==> src/rtl/useq_pkg.sv <==
package useq_pkg;

   // Address-control field encoding (low two bits of the control word)
   typedef enum logic [1:0] {
      ACTL_ZERO  = 2'd0,
      ACTL_TBL_A = 2'd1,
      ACTL_TBL_B = 2'd2,
      ACTL_STEP  = 2'd3
   } actl_e;

   // Opcode values recognised by the dispatch tables
   localparam int unsigned OPC_RFMT  = 'h00;
   localparam int unsigned OPC_JUMP  = 'h02;
   localparam int unsigned OPC_BEQ   = 'h04;
   localparam int unsigned OPC_LOAD  = 'h23;
   localparam int unsigned OPC_STORE = 'h2B;

   // Target states
   localparam int unsigned ST_MEMADR = 2;
   localparam int unsigned ST_LDRD   = 3;
   localparam int unsigned ST_STWR   = 5;
   localparam int unsigned ST_REXEC  = 6;
   localparam int unsigned ST_BRNCH  = 8;
   localparam int unsigned ST_JMP    = 9;
   localparam int unsigned ST_MAX    = 9;

endpackage

==> src/rtl/useq_dispatch_tbl.sv <==
module useq_dispatch_tbl #(
   parameter int OP_W      = 6,
   parameter int ST_W      = 4,
   parameter bit SECOND    = 1'b0,
   parameter int TBL_STYLE = 0
) (
   input  logic [OP_W-1:0] op,
   output logic [ST_W-1:0] target
);
   import useq_pkg::*;

   localparam int DEPTH = 2 ** OP_W;

   if (OP_W < 6) begin : g_chk_op
      $error("useq_dispatch_tbl: OP_W must be at least 6");
   end
   if (TBL_STYLE != 0 && TBL_STYLE != 1) begin : g_chk_style
      $error("useq_dispatch_tbl: TBL_STYLE must be 0 or 1");
   end

   function automatic logic [ST_W-1:0] lookup(input logic [OP_W-1:0] o);
      logic [ST_W-1:0] r;
      r = '0;
      if (!SECOND) begin
         if (o == OP_W'(OPC_RFMT))       r = ST_W'(ST_REXEC);
         else if (o == OP_W'(OPC_LOAD))  r = ST_W'(ST_MEMADR);
         else if (o == OP_W'(OPC_STORE)) r = ST_W'(ST_MEMADR);
         else if (o == OP_W'(OPC_BEQ))   r = ST_W'(ST_BRNCH);
         else if (o == OP_W'(OPC_JUMP))  r = ST_W'(ST_JMP);
      end else begin
         if (o == OP_W'(OPC_LOAD))       r = ST_W'(ST_LDRD);
         else if (o == OP_W'(OPC_STORE)) r = ST_W'(ST_STWR);
      end
      return r;
   endfunction

   if (TBL_STYLE == 0) begin : g_decode
      always_comb target = lookup(op);
   end else begin : g_array
      logic [ST_W-1:0] rom [DEPTH];
      for (genvar i = 0; i < DEPTH; i++) begin : g_ent
         assign rom[i] = lookup(OP_W'(i));
      end
      assign target = rom[op];
   end

endmodule

==> src/rtl/useq_next_sel.sv <==
module useq_next_sel #(
   parameter int ST_W = 4
) (
   input  useq_pkg::actl_e  ctl,
   input  logic [ST_W-1:0]  cur,
   input  logic [ST_W-1:0]  tbl_a,
   input  logic [ST_W-1:0]  tbl_b,
   output logic [ST_W-1:0]  nxt
);
   import useq_pkg::*;

   always_comb begin
      unique case (ctl)
         ACTL_ZERO:  nxt = '0;
         ACTL_TBL_A: nxt = tbl_a;
         ACTL_TBL_B: nxt = tbl_b;
         ACTL_STEP:  nxt = cur + ST_W'(1);
         default:    nxt = '0;
      endcase
   end

endmodule

==> src/rtl/useq_state_reg.sv <==
module useq_state_reg #(
   parameter int ST_W = 4
) (
   input  logic            clk,
   input  logic            rst,
   input  logic [ST_W-1:0] d,
   output logic [ST_W-1:0] q
);
   always_ff @(posedge clk) begin
      if (rst) q <= '0;
      else     q <= d;
   end
endmodule

==> src/rtl/useq_sequencer.sv <==
module useq_sequencer #(
   parameter int OP_W      = 6,
   parameter int ST_W      = 4,
   parameter int TBL_STYLE = 0
) (
   input  logic            clk,
   input  logic            rst,
   input  logic [OP_W-1:0] op,
   input  logic [1:0]      addr_ctl,
   output logic [ST_W-1:0] state
);
   import useq_pkg::*;

   if (ST_W < 4 || (2 ** ST_W) <= ST_MAX) begin : g_chk_st
      $error("useq_sequencer: ST_W too narrow for the state targets");
   end

   actl_e           ctl;
   logic [ST_W-1:0] tgt_a, tgt_b, nxt;

   assign ctl = actl_e'(addr_ctl);

   useq_dispatch_tbl #(.OP_W(OP_W), .ST_W(ST_W), .SECOND(1'b0), .TBL_STYLE(TBL_STYLE))
      u_tbl_a (.op(op), .target(tgt_a));

   useq_dispatch_tbl #(.OP_W(OP_W), .ST_W(ST_W), .SECOND(1'b1), .TBL_STYLE(TBL_STYLE))
      u_tbl_b (.op(op), .target(tgt_b));

   useq_next_sel #(.ST_W(ST_W)) u_sel (
      .ctl(ctl), .cur(state), .tbl_a(tgt_a), .tbl_b(tgt_b), .nxt(nxt)
   );

   useq_state_reg #(.ST_W(ST_W)) u_reg (
      .clk(clk), .rst(rst), .d(nxt), .q(state)
   );

   a_r1_reset_clears: assert property (@(posedge clk)
      rst |=> state == '0);

   a_r2_zero_select: assert property (@(posedge clk) disable iff (rst)
      addr_ctl == 2'd0 |=> state == '0);

   a_r3_step_wraps: assert property (@(posedge clk) disable iff (rst)
      addr_ctl == 2'd3 |=> state == $past(state) + ST_W'(1));

   a_r4_rfmt_exec: assert property (@(posedge clk) disable iff (rst)
      (addr_ctl == 2'd1 && op == OP_W'(OPC_RFMT)) |=> state == ST_W'(ST_REXEC));

   a_r5_load_read: assert property (@(posedge clk) disable iff (rst)
      (addr_ctl == 2'd2 && op == OP_W'(OPC_LOAD)) |=> state == ST_W'(ST_LDRD));

   a_r6_undef_b_zero: assert property (@(posedge clk) disable iff (rst)
      (addr_ctl == 2'd2 && op != OP_W'(OPC_LOAD) && op != OP_W'(OPC_STORE))
      |=> state == '0);

endmodule

==> config.mk <==
export PLATFORM = sky130hd
export DESIGN_NAME = useq_sequencer
export DESIGN_NICKNAME = d
export VERILOG_FILES = /design/src/rtl/useq_pkg.sv /design/src/rtl/useq_dispatch_tbl.sv /design/src/rtl/useq_next_sel.sv /design/src/rtl/useq_state_reg.sv /design/src/rtl/useq_sequencer.sv
export SDC_FILE = /design/constraint.sdc
export NUM_CORES = 1
export LEC_CHECK = 0
export ABC_AREA = 0
export CAP_MARGIN = 0
export CORE_AREA = 2 2 39 41
export DETAILED_ROUTE_END_ITERATION = 8
export DIE_AREA = 0 0 41 43
export GPL_ROUTABILITY_DRIVEN = 0
export PLACE_DENSITY = 0.51
export SLEW_MARGIN = 40
export SYNTH_ARGS = -nofsm -noshare
export SYNTH_HDL_FRONTEND = slang
export SYNTH_SLANG_ARGS = --single-unit
==> constraint.sdc <==
create_clock -name clk -period 1.3 [get_ports clk]
set_clock_uncertainty 0.05 [all_clocks]
set_input_delay 0.195 -clock clk [delete_from_list [all_inputs] [get_ports clk]]
set_output_delay 0.195 -clock clk [all_outputs]
set_load 0.005 [all_outputs]
==> results.yml, run 1 <==
setup_path:
  worst-setup-path-type: "primary input to register"
  timing.rr.end: "u_reg.q[1]"
  crit_buf_inv: 1
  required_time_of_the_critical_path_ps: 1400
  regToRegSetupSlack_ps: 250
  crit_slowest_cell: "sky130_fd_sc_hd__clkdlybuf4s50_1"
  worstPathMaxFanout: 3
  path_cells: "clkdlybuf4s50_1 -> nor4_2 -> o211ai_2 -> a311oi_2"
  setup.worst_path.start_class: "primary input"
  worstSetupPathDepth: 4
  critPathLaunch: "op[5]"
  reg2reg_depth: 3
  cp_endpoint_kind: "register"
  worstPathArrival_ps: 1330
  critPathTopFamily: "buffers and inverters"
  endpoint: "u_reg.q[1]"
  cp_slowest_stage_delay_ps: 450
  timing.rr.start: "u_reg.q[0]"
synth:
  synth_area_in_simple_gates: 0.319
  post_synthesis_adder_cell_area_fraction: 0.0437
  yosysUniqueCellTypes: 21
  ys_seq_elements: 4
  number_of_warning_messages_in_the_yosys_log: 0
  syn_inst: 33
  post_synth_mux_area_share: 0
  syn_nets: 44
  synthXorXnorAreaFrac: 0.0917
  synth_top_family_by_area: "simple AND/OR/NAND/NOR gates"
  synth_edf_count: 0
  synth_ff_type: "sky130_fd_sc_hd__dfxtp_1"
  synth_sequential_area_ratio: 0.279
  synth_compound_area_frac: 0.240
  synth_area_per_cell_um2: 8.68
  synth-async-reset-ratio: 0
  post_synthesis_instance_area_um2: 287
placed_design:
  dpl-instance-area_um2: 489
  port-buffer-count: 13
  placedCellCount: 69
  hpwl_um: 613
cells_and_area:
  largest_reg_flops: 4
  final_layout_size_suffix_gt1_frac: 0.357
  mostFrequentLayoutCell: "sky130_fd_sc_hd__clkdlybuf4s50_1"
  layout.cells.most_common_list: "sky130_fd_sc_hd__clkdlybuf4s50_1, sky130_fd_sc_hd__buf_4, sky130_fd_sc_hd__dlygate4sd2_1"
  area.sequential_um2: 83.8
  flow.area_growth_from_synthesis_pct: 83.8
  largest_registers: "u_reg.q: 4 flops"
  design.final.nets: 69
  layoutNonFillerInstCount: 72
  stdcell_area_um2: 527
  largest_register: "u_reg.q"
  num_antenna_cells: 0
  fillCellCount: 145
  multi_input_comb_area_um2: 213
global_routing:
  grt_busiest_layer: "met1"
  grtUsageMet3: 0.0157
  number_of_global_route_vias_before_repair: 289
  grt_overflow: 0
  groute.layer.met1.usage: 0.141
  grt_start_max_net_pins: 7
  overall_track_demand_over_capacity_in_global_routing: 0.104
  grt_first_pass_wirelength_um: 1190
  antenna_found_initial: 0
  grtUsageMet2: 0.131
die:
  count_of_pins_on_the_block_boundary: 14
  placementRows: 14
  die_area_um2: 1760
  dieHeight_um: 43
  initial_core_util: 0.207
  core-area_um2: 1380
  chipWidth_um: 41
routing:
  detail_route.wl_per_cell_um: 10.6
  detail_route.iter0.violations: 8
  ant_nets: 0
  drt_wl_total_um: 764
  number_of_iterations_in_the_first_detailed_routing_pass: 4
  vias: 336
  drt_drc_violations_left: 0
  routed_via_density: 4.67
pwr:
  worst_ir_drop_vdd_mv: 0.194
  total_power_uw: 371
  power_density_nw_per_um2: 705
  cellLeakagePower_nw: 0.228
timing:
  rsz0062_at_grt: "false"
  hold_violations: 0
  final_period_minus_worst_setup_slack_ps: 1240
  fin_setup_tns_ps: 0
  worstMarginPinSlew_ps: 254
  fmaxAchievable_ghz: 0.809
  timing.max_slew.rel_slack: 0.829
  maxSlewViolCount: 0
  final-setup-viol-count: 0
  timing.final.crit_share: 0.951
clocking:
  clock_tree.buffer_depth: 2
  clock_latency_ps: 230
  cts_hold_buffers: 0
  clock_sinks: 4
  cts_tree: "done"
  htree_levels: 1
  postCtsSetupBuffers: 0
  root_buffer: "sky130_fd_sc_hd__clkbuf_4"
  numCtsBuffers: 3
  clk_pin_slew_worst_paths_ps: 40
min_path:
  hold_path.class: "primary input to register"
  holdPathStages: 3
job:
  maxCapViolations: 0
outcome:
  outcome: "completed"
cell families (layout without fill, tap and decap cells):
kind of cell,Yosys count,after routing
DFF,4,4
adders and majority gates,1,1
xor gates and xnor gates,3,3
and+or+nand+nor,16,16
buffers and inverters,2,25
AOI/OAI and AO/OA,7,7
area by class of cell:
| type | count | area share |
|---|---|---|
| multi-input combinational | 27 | 0.404 |
| inverter | 2 | 0.0143 |
| clock buffer | 3 | 0.0428 |
| tap | 16 | 0.0380 |
| timing repair buffer | 20 | 0.342 |
| sequential | 4 | 0.159 |
stage by stage:
| step | setup WS, ps | util | hold slack, ps |
|---|---|---|---|
| 2_1_floorplan | 279 | - | 213 |
| 3_3_place_gp | -177 | 0.354 | 483 |
| 3_5_place_dp | -195 | 0.354 | 482 |
| 4_1_cts | 48.9 | 0.369 | 497 |
| 5_1_grt | 10.6 | 0.381 | 346 |
| 6_report | 64.2 | 0.381 | 320 |
per-layer routing:
metal,vias to the layer above,wire (um)
met5,-,0
met4,0,0
met3,0,65
met2,14,343
met1,146,355
li1,176,-
power breakdown:
group          switching, mW  internal, mW  total, mW
combinational         0.0359        0.0538     0.0897
clock                 0.0506         0.103      0.154
sequential           0.00197         0.126      0.128
tightest hold or removal path, delay by kind of cell:
| family | cells | cell delay (ps) |
|---|---|---|
| and+or+nand+nor | 1 | 110 |
| AOI/OAI and AO/OA | 1 | 90 |
| buffers and inverters | 1 | 180 |
cell usage after synthesis (2+ instances only):
| cell type | count | share of area |
|---|---|---|
| sky130_fd_sc_hd__dfxtp_1 | 4 | 0.28 |
| sky130_fd_sc_hd__inv_1 | 2 | 0.026 |
| sky130_fd_sc_hd__nand3_1 | 3 | 0.052 |
| sky130_fd_sc_hd__nand4_1 | 2 | 0.044 |
| sky130_fd_sc_hd__nor2_1 | 4 | 0.052 |
| sky130_fd_sc_hd__o32ai_1 | 2 | 0.061 |
| sky130_fd_sc_hd__xnor2_1 | 2 | 0.061 |
what timing repair did:
action | in CTS | in global routing
resized for setup | 7 | 4
endpoints found under the setup margin | 4 | 3
hold endpoints to repair | 0 | 0
how the worst min path moves through the flow:
stage                start    endpoint  slack, ps
3_5_place_dp    u_reg.q[3]  u_reg.q[3]        480
3_3_place_gp    u_reg.q[3]  u_reg.q[3]        480
2_1_floorplan          rst  u_reg.q[1]        210
4_1_cts         u_reg.q[3]  u_reg.q[3]        500
5_1_grt        addr_ctl[0]  u_reg.q[1]        350
6_report       addr_ctl[0]  u_reg.q[1]        320
Note: power is estimated with default switching activity, not from simulation.
==> inputs of run 2 (changes only) <==
--- a/config.mk
+++ b/config.mk
@@ -11,7 +11,7 @@
 export DETAILED_ROUTE_END_ITERATION = 8
 export DIE_AREA = 0 0 41 43
 export GPL_ROUTABILITY_DRIVEN = 0
-export PLACE_DENSITY = 0.51
+export PLACE_DENSITY_LB_ADDON = 0.25
 export SLEW_MARGIN = 40
 export SYNTH_ARGS = -nofsm -noshare
 export SYNTH_HDL_FRONTEND = slang
==> constraint.sdc (replaced) <==
create_clock -name clk -period 1.3 [get_ports clk]
set_clock_uncertainty 0.05 [all_clocks]
set_input_delay 0.325 -clock clk [delete_from_list [all_inputs] [get_ports clk]]
set_output_delay 0.325 -clock clk [all_outputs]
set_load 0.005 [all_outputs]
==> results.yml, run 2 (synthesis results as in run 1) <==
outcome:
  outcome: "completed"
placed_design:
  dpl-instance-area_um2: 504
  placedCellCount: 71
  hpwl_um: 702
  port-buffer-count: 13
timing:
  maxSlewViolCount: 0
  fin_setup_tns_ps: 0
  final_period_minus_worst_setup_slack_ps: 1220
  fmaxAchievable_ghz: 0.822
  worstMarginPinSlew_ps: 257
  final-setup-viol-count: 0
  hold_violations: 0
  timing.final.crit_share: 0.935
  rsz0062_at_grt: "false"
  timing.max_slew.rel_slack: 0.827
routing:
  ant_nets: 0
  drt_wl_total_um: 925
  detail_route.wl_per_cell_um: 12.5
  drt_drc_violations_left: 0
  vias: 360
  number_of_iterations_in_the_first_detailed_routing_pass: 3
  routed_via_density: 4.86
  detail_route.iter0.violations: 2
global_routing:
  antenna_found_initial: 0
  overall_track_demand_over_capacity_in_global_routing: 0.122
  grt_first_pass_wirelength_um: 1380
  number_of_global_route_vias_before_repair: 346
  grt_start_max_net_pins: 7
  grt_overflow: 0
setup_path:
  required_time_of_the_critical_path_ps: 1400
  reg2reg_depth: 4
  setup.worst_path.start_class: "register"
  timing.rr.end: "u_reg.q[1]"
  worstPathMaxFanout: 3
  worstPathArrival_ps: 1310
  critPathLaunch: "u_reg.q[0]"
  regToRegSetupSlack_ps: 80
  endpoint: "u_reg.q[1]"
  cp_endpoint_kind: "register"
  worst-setup-path-type: "register to register"
  timing.rr.start: "u_reg.q[0]"
clocking:
  clock_latency_ps: 240
  cts_hold_buffers: 0
  clock_sinks: 4
  htree_levels: 1
  cts_tree: "done"
  root_buffer: "sky130_fd_sc_hd__clkbuf_4"
  numCtsBuffers: 3
  clock_tree.buffer_depth: 2
  postCtsSetupBuffers: 0
  clk_pin_slew_worst_paths_ps: 40
cells_and_area:
  area.sequential_um2: 82.6
  final_layout_size_suffix_gt1_frac: 0.414
  flow.area_growth_from_synthesis_pct: 91.7
  mostFrequentLayoutCell: "sky130_fd_sc_hd__dlygate4sd2_1"
  largest_registers: "u_reg.q: 4 flops"
  layoutNonFillerInstCount: 74
  multi_input_comb_area_um2: 228
  layout.cells.most_common_list: "sky130_fd_sc_hd__dlygate4sd2_1, sky130_fd_sc_hd__buf_4, sky130_fd_sc_hd__clkbuf_4"
  largest_reg_flops: 4
  stdcell_area_um2: 549
  largest_register: "u_reg.q"
  design.final.nets: 71
  fillCellCount: 149
  num_antenna_cells: 0
  finish.utilization: 0.397
pwr:
  worst_ir_drop_vdd_mv: 0.221
  power_density_nw_per_um2: 687
  cellLeakagePower_nw: 0.256
die:
  count_of_pins_on_the_block_boundary: 14
  chipWidth_um: 41
  dieHeight_um: 43
  die_area_um2: 1760
  core-area_um2: 1380
  placementRows: 14
  initial_core_util: 0.207
job:
  maxCapViolations: 0
min_path:
  hold_path.class: "primary input to register"
  holdPathStages: 3
run 2: cell types whose count changed in the layout (fill, tap and decap cells not counted), sizes merged:
cell | previous run | this run
buf | 7 | 9
dlygate4sd2 | 4 | 11
dlymetal6s2s | 1 | 2
clkdlybuf4s50 | 8 | 0
run 2: layout make-up:
type,instances,share of cell area
multi-input combinational,27,0.415
timing repair buffer,22,0.344
inverter,2,0.0137
clock buffer,3,0.0410
tap,16,0.0364
sequential,4,0.150
run 2: metrics by stage:
step | hold WS (ps) | setup WS [ps] | power, mW
CTS | 495 | 34.1 | 0.378
floorplan | 343 | 187 | 0.155
global route | 465 | 4.25 | 0.394
detailed placement | 481 | -352 | 0.222
finish | 427 | 84.2 | 0.377
global placement | 491 | -321 | 0.222
run 2: where the power goes:
group | leakage [nW] | total (mW) | internal (mW) | switching [mW]
combinational | 0.209 | 0.0925 | 0.0503 | 0.0422
sequential | 0.0334 | 0.127 | 0.126 | 0.00115
clock | 0.0138 | 0.158 | 0.103 | 0.0544
run 2: routing by layer:
metal	track usage	vias up	routed length [um]
li1	-	178	-
met1	0.115	168	342
met2	0.203	10	504
met3	0.0157	4	42
met4	0.120	0	35
met5	0	-	0
run 2: timing repair:
item	4_1_cts	5_1_grt
setup endpoints to repair	8	4
pin swaps	3	4
resized for setup	16	6
run 2: worst min path at each step:
stage	from	endpoint	slack [ps]
6_report	rst	u_reg.q[1]	430
4_1_cts	u_reg.q[3]	u_reg.q[3]	490
3_3_place_gp	u_reg.q[3]	u_reg.q[3]	490
3_5_place_dp	u_reg.q[3]	u_reg.q[3]	480
2_1_floorplan	rst	u_reg.q[1]	340
5_1_grt	rst	u_reg.q[1]	470
run 2: worst max-delay path, cell delays in order (launching register included):
cell and delay (ps):
sky130_fd_sc_hd__dfxtp_1 300, sky130_fd_sc_hd__buf_4 130, sky130_fd_sc_hd__ha_1 280, sky130_fd_sc_hd__nand3_1 100, sky130_fd_sc_hd__a311oi_2 260
==> inputs of run 3 (changes only) <==
--- a/config.mk
+++ b/config.mk
@@ -12,7 +12,7 @@
 export DIE_AREA = 0 0 41 43
 export GPL_ROUTABILITY_DRIVEN = 0
 export PLACE_DENSITY_LB_ADDON = 0.25
-export SLEW_MARGIN = 40
+export SLEW_MARGIN = 20
 export SYNTH_ARGS = -nofsm -noshare
 export SYNTH_HDL_FRONTEND = slang
 export SYNTH_SLANG_ARGS = --single-unit
==> results of run 3 <==
No change in the layout: final DEF, timing and power equal those of run 2.
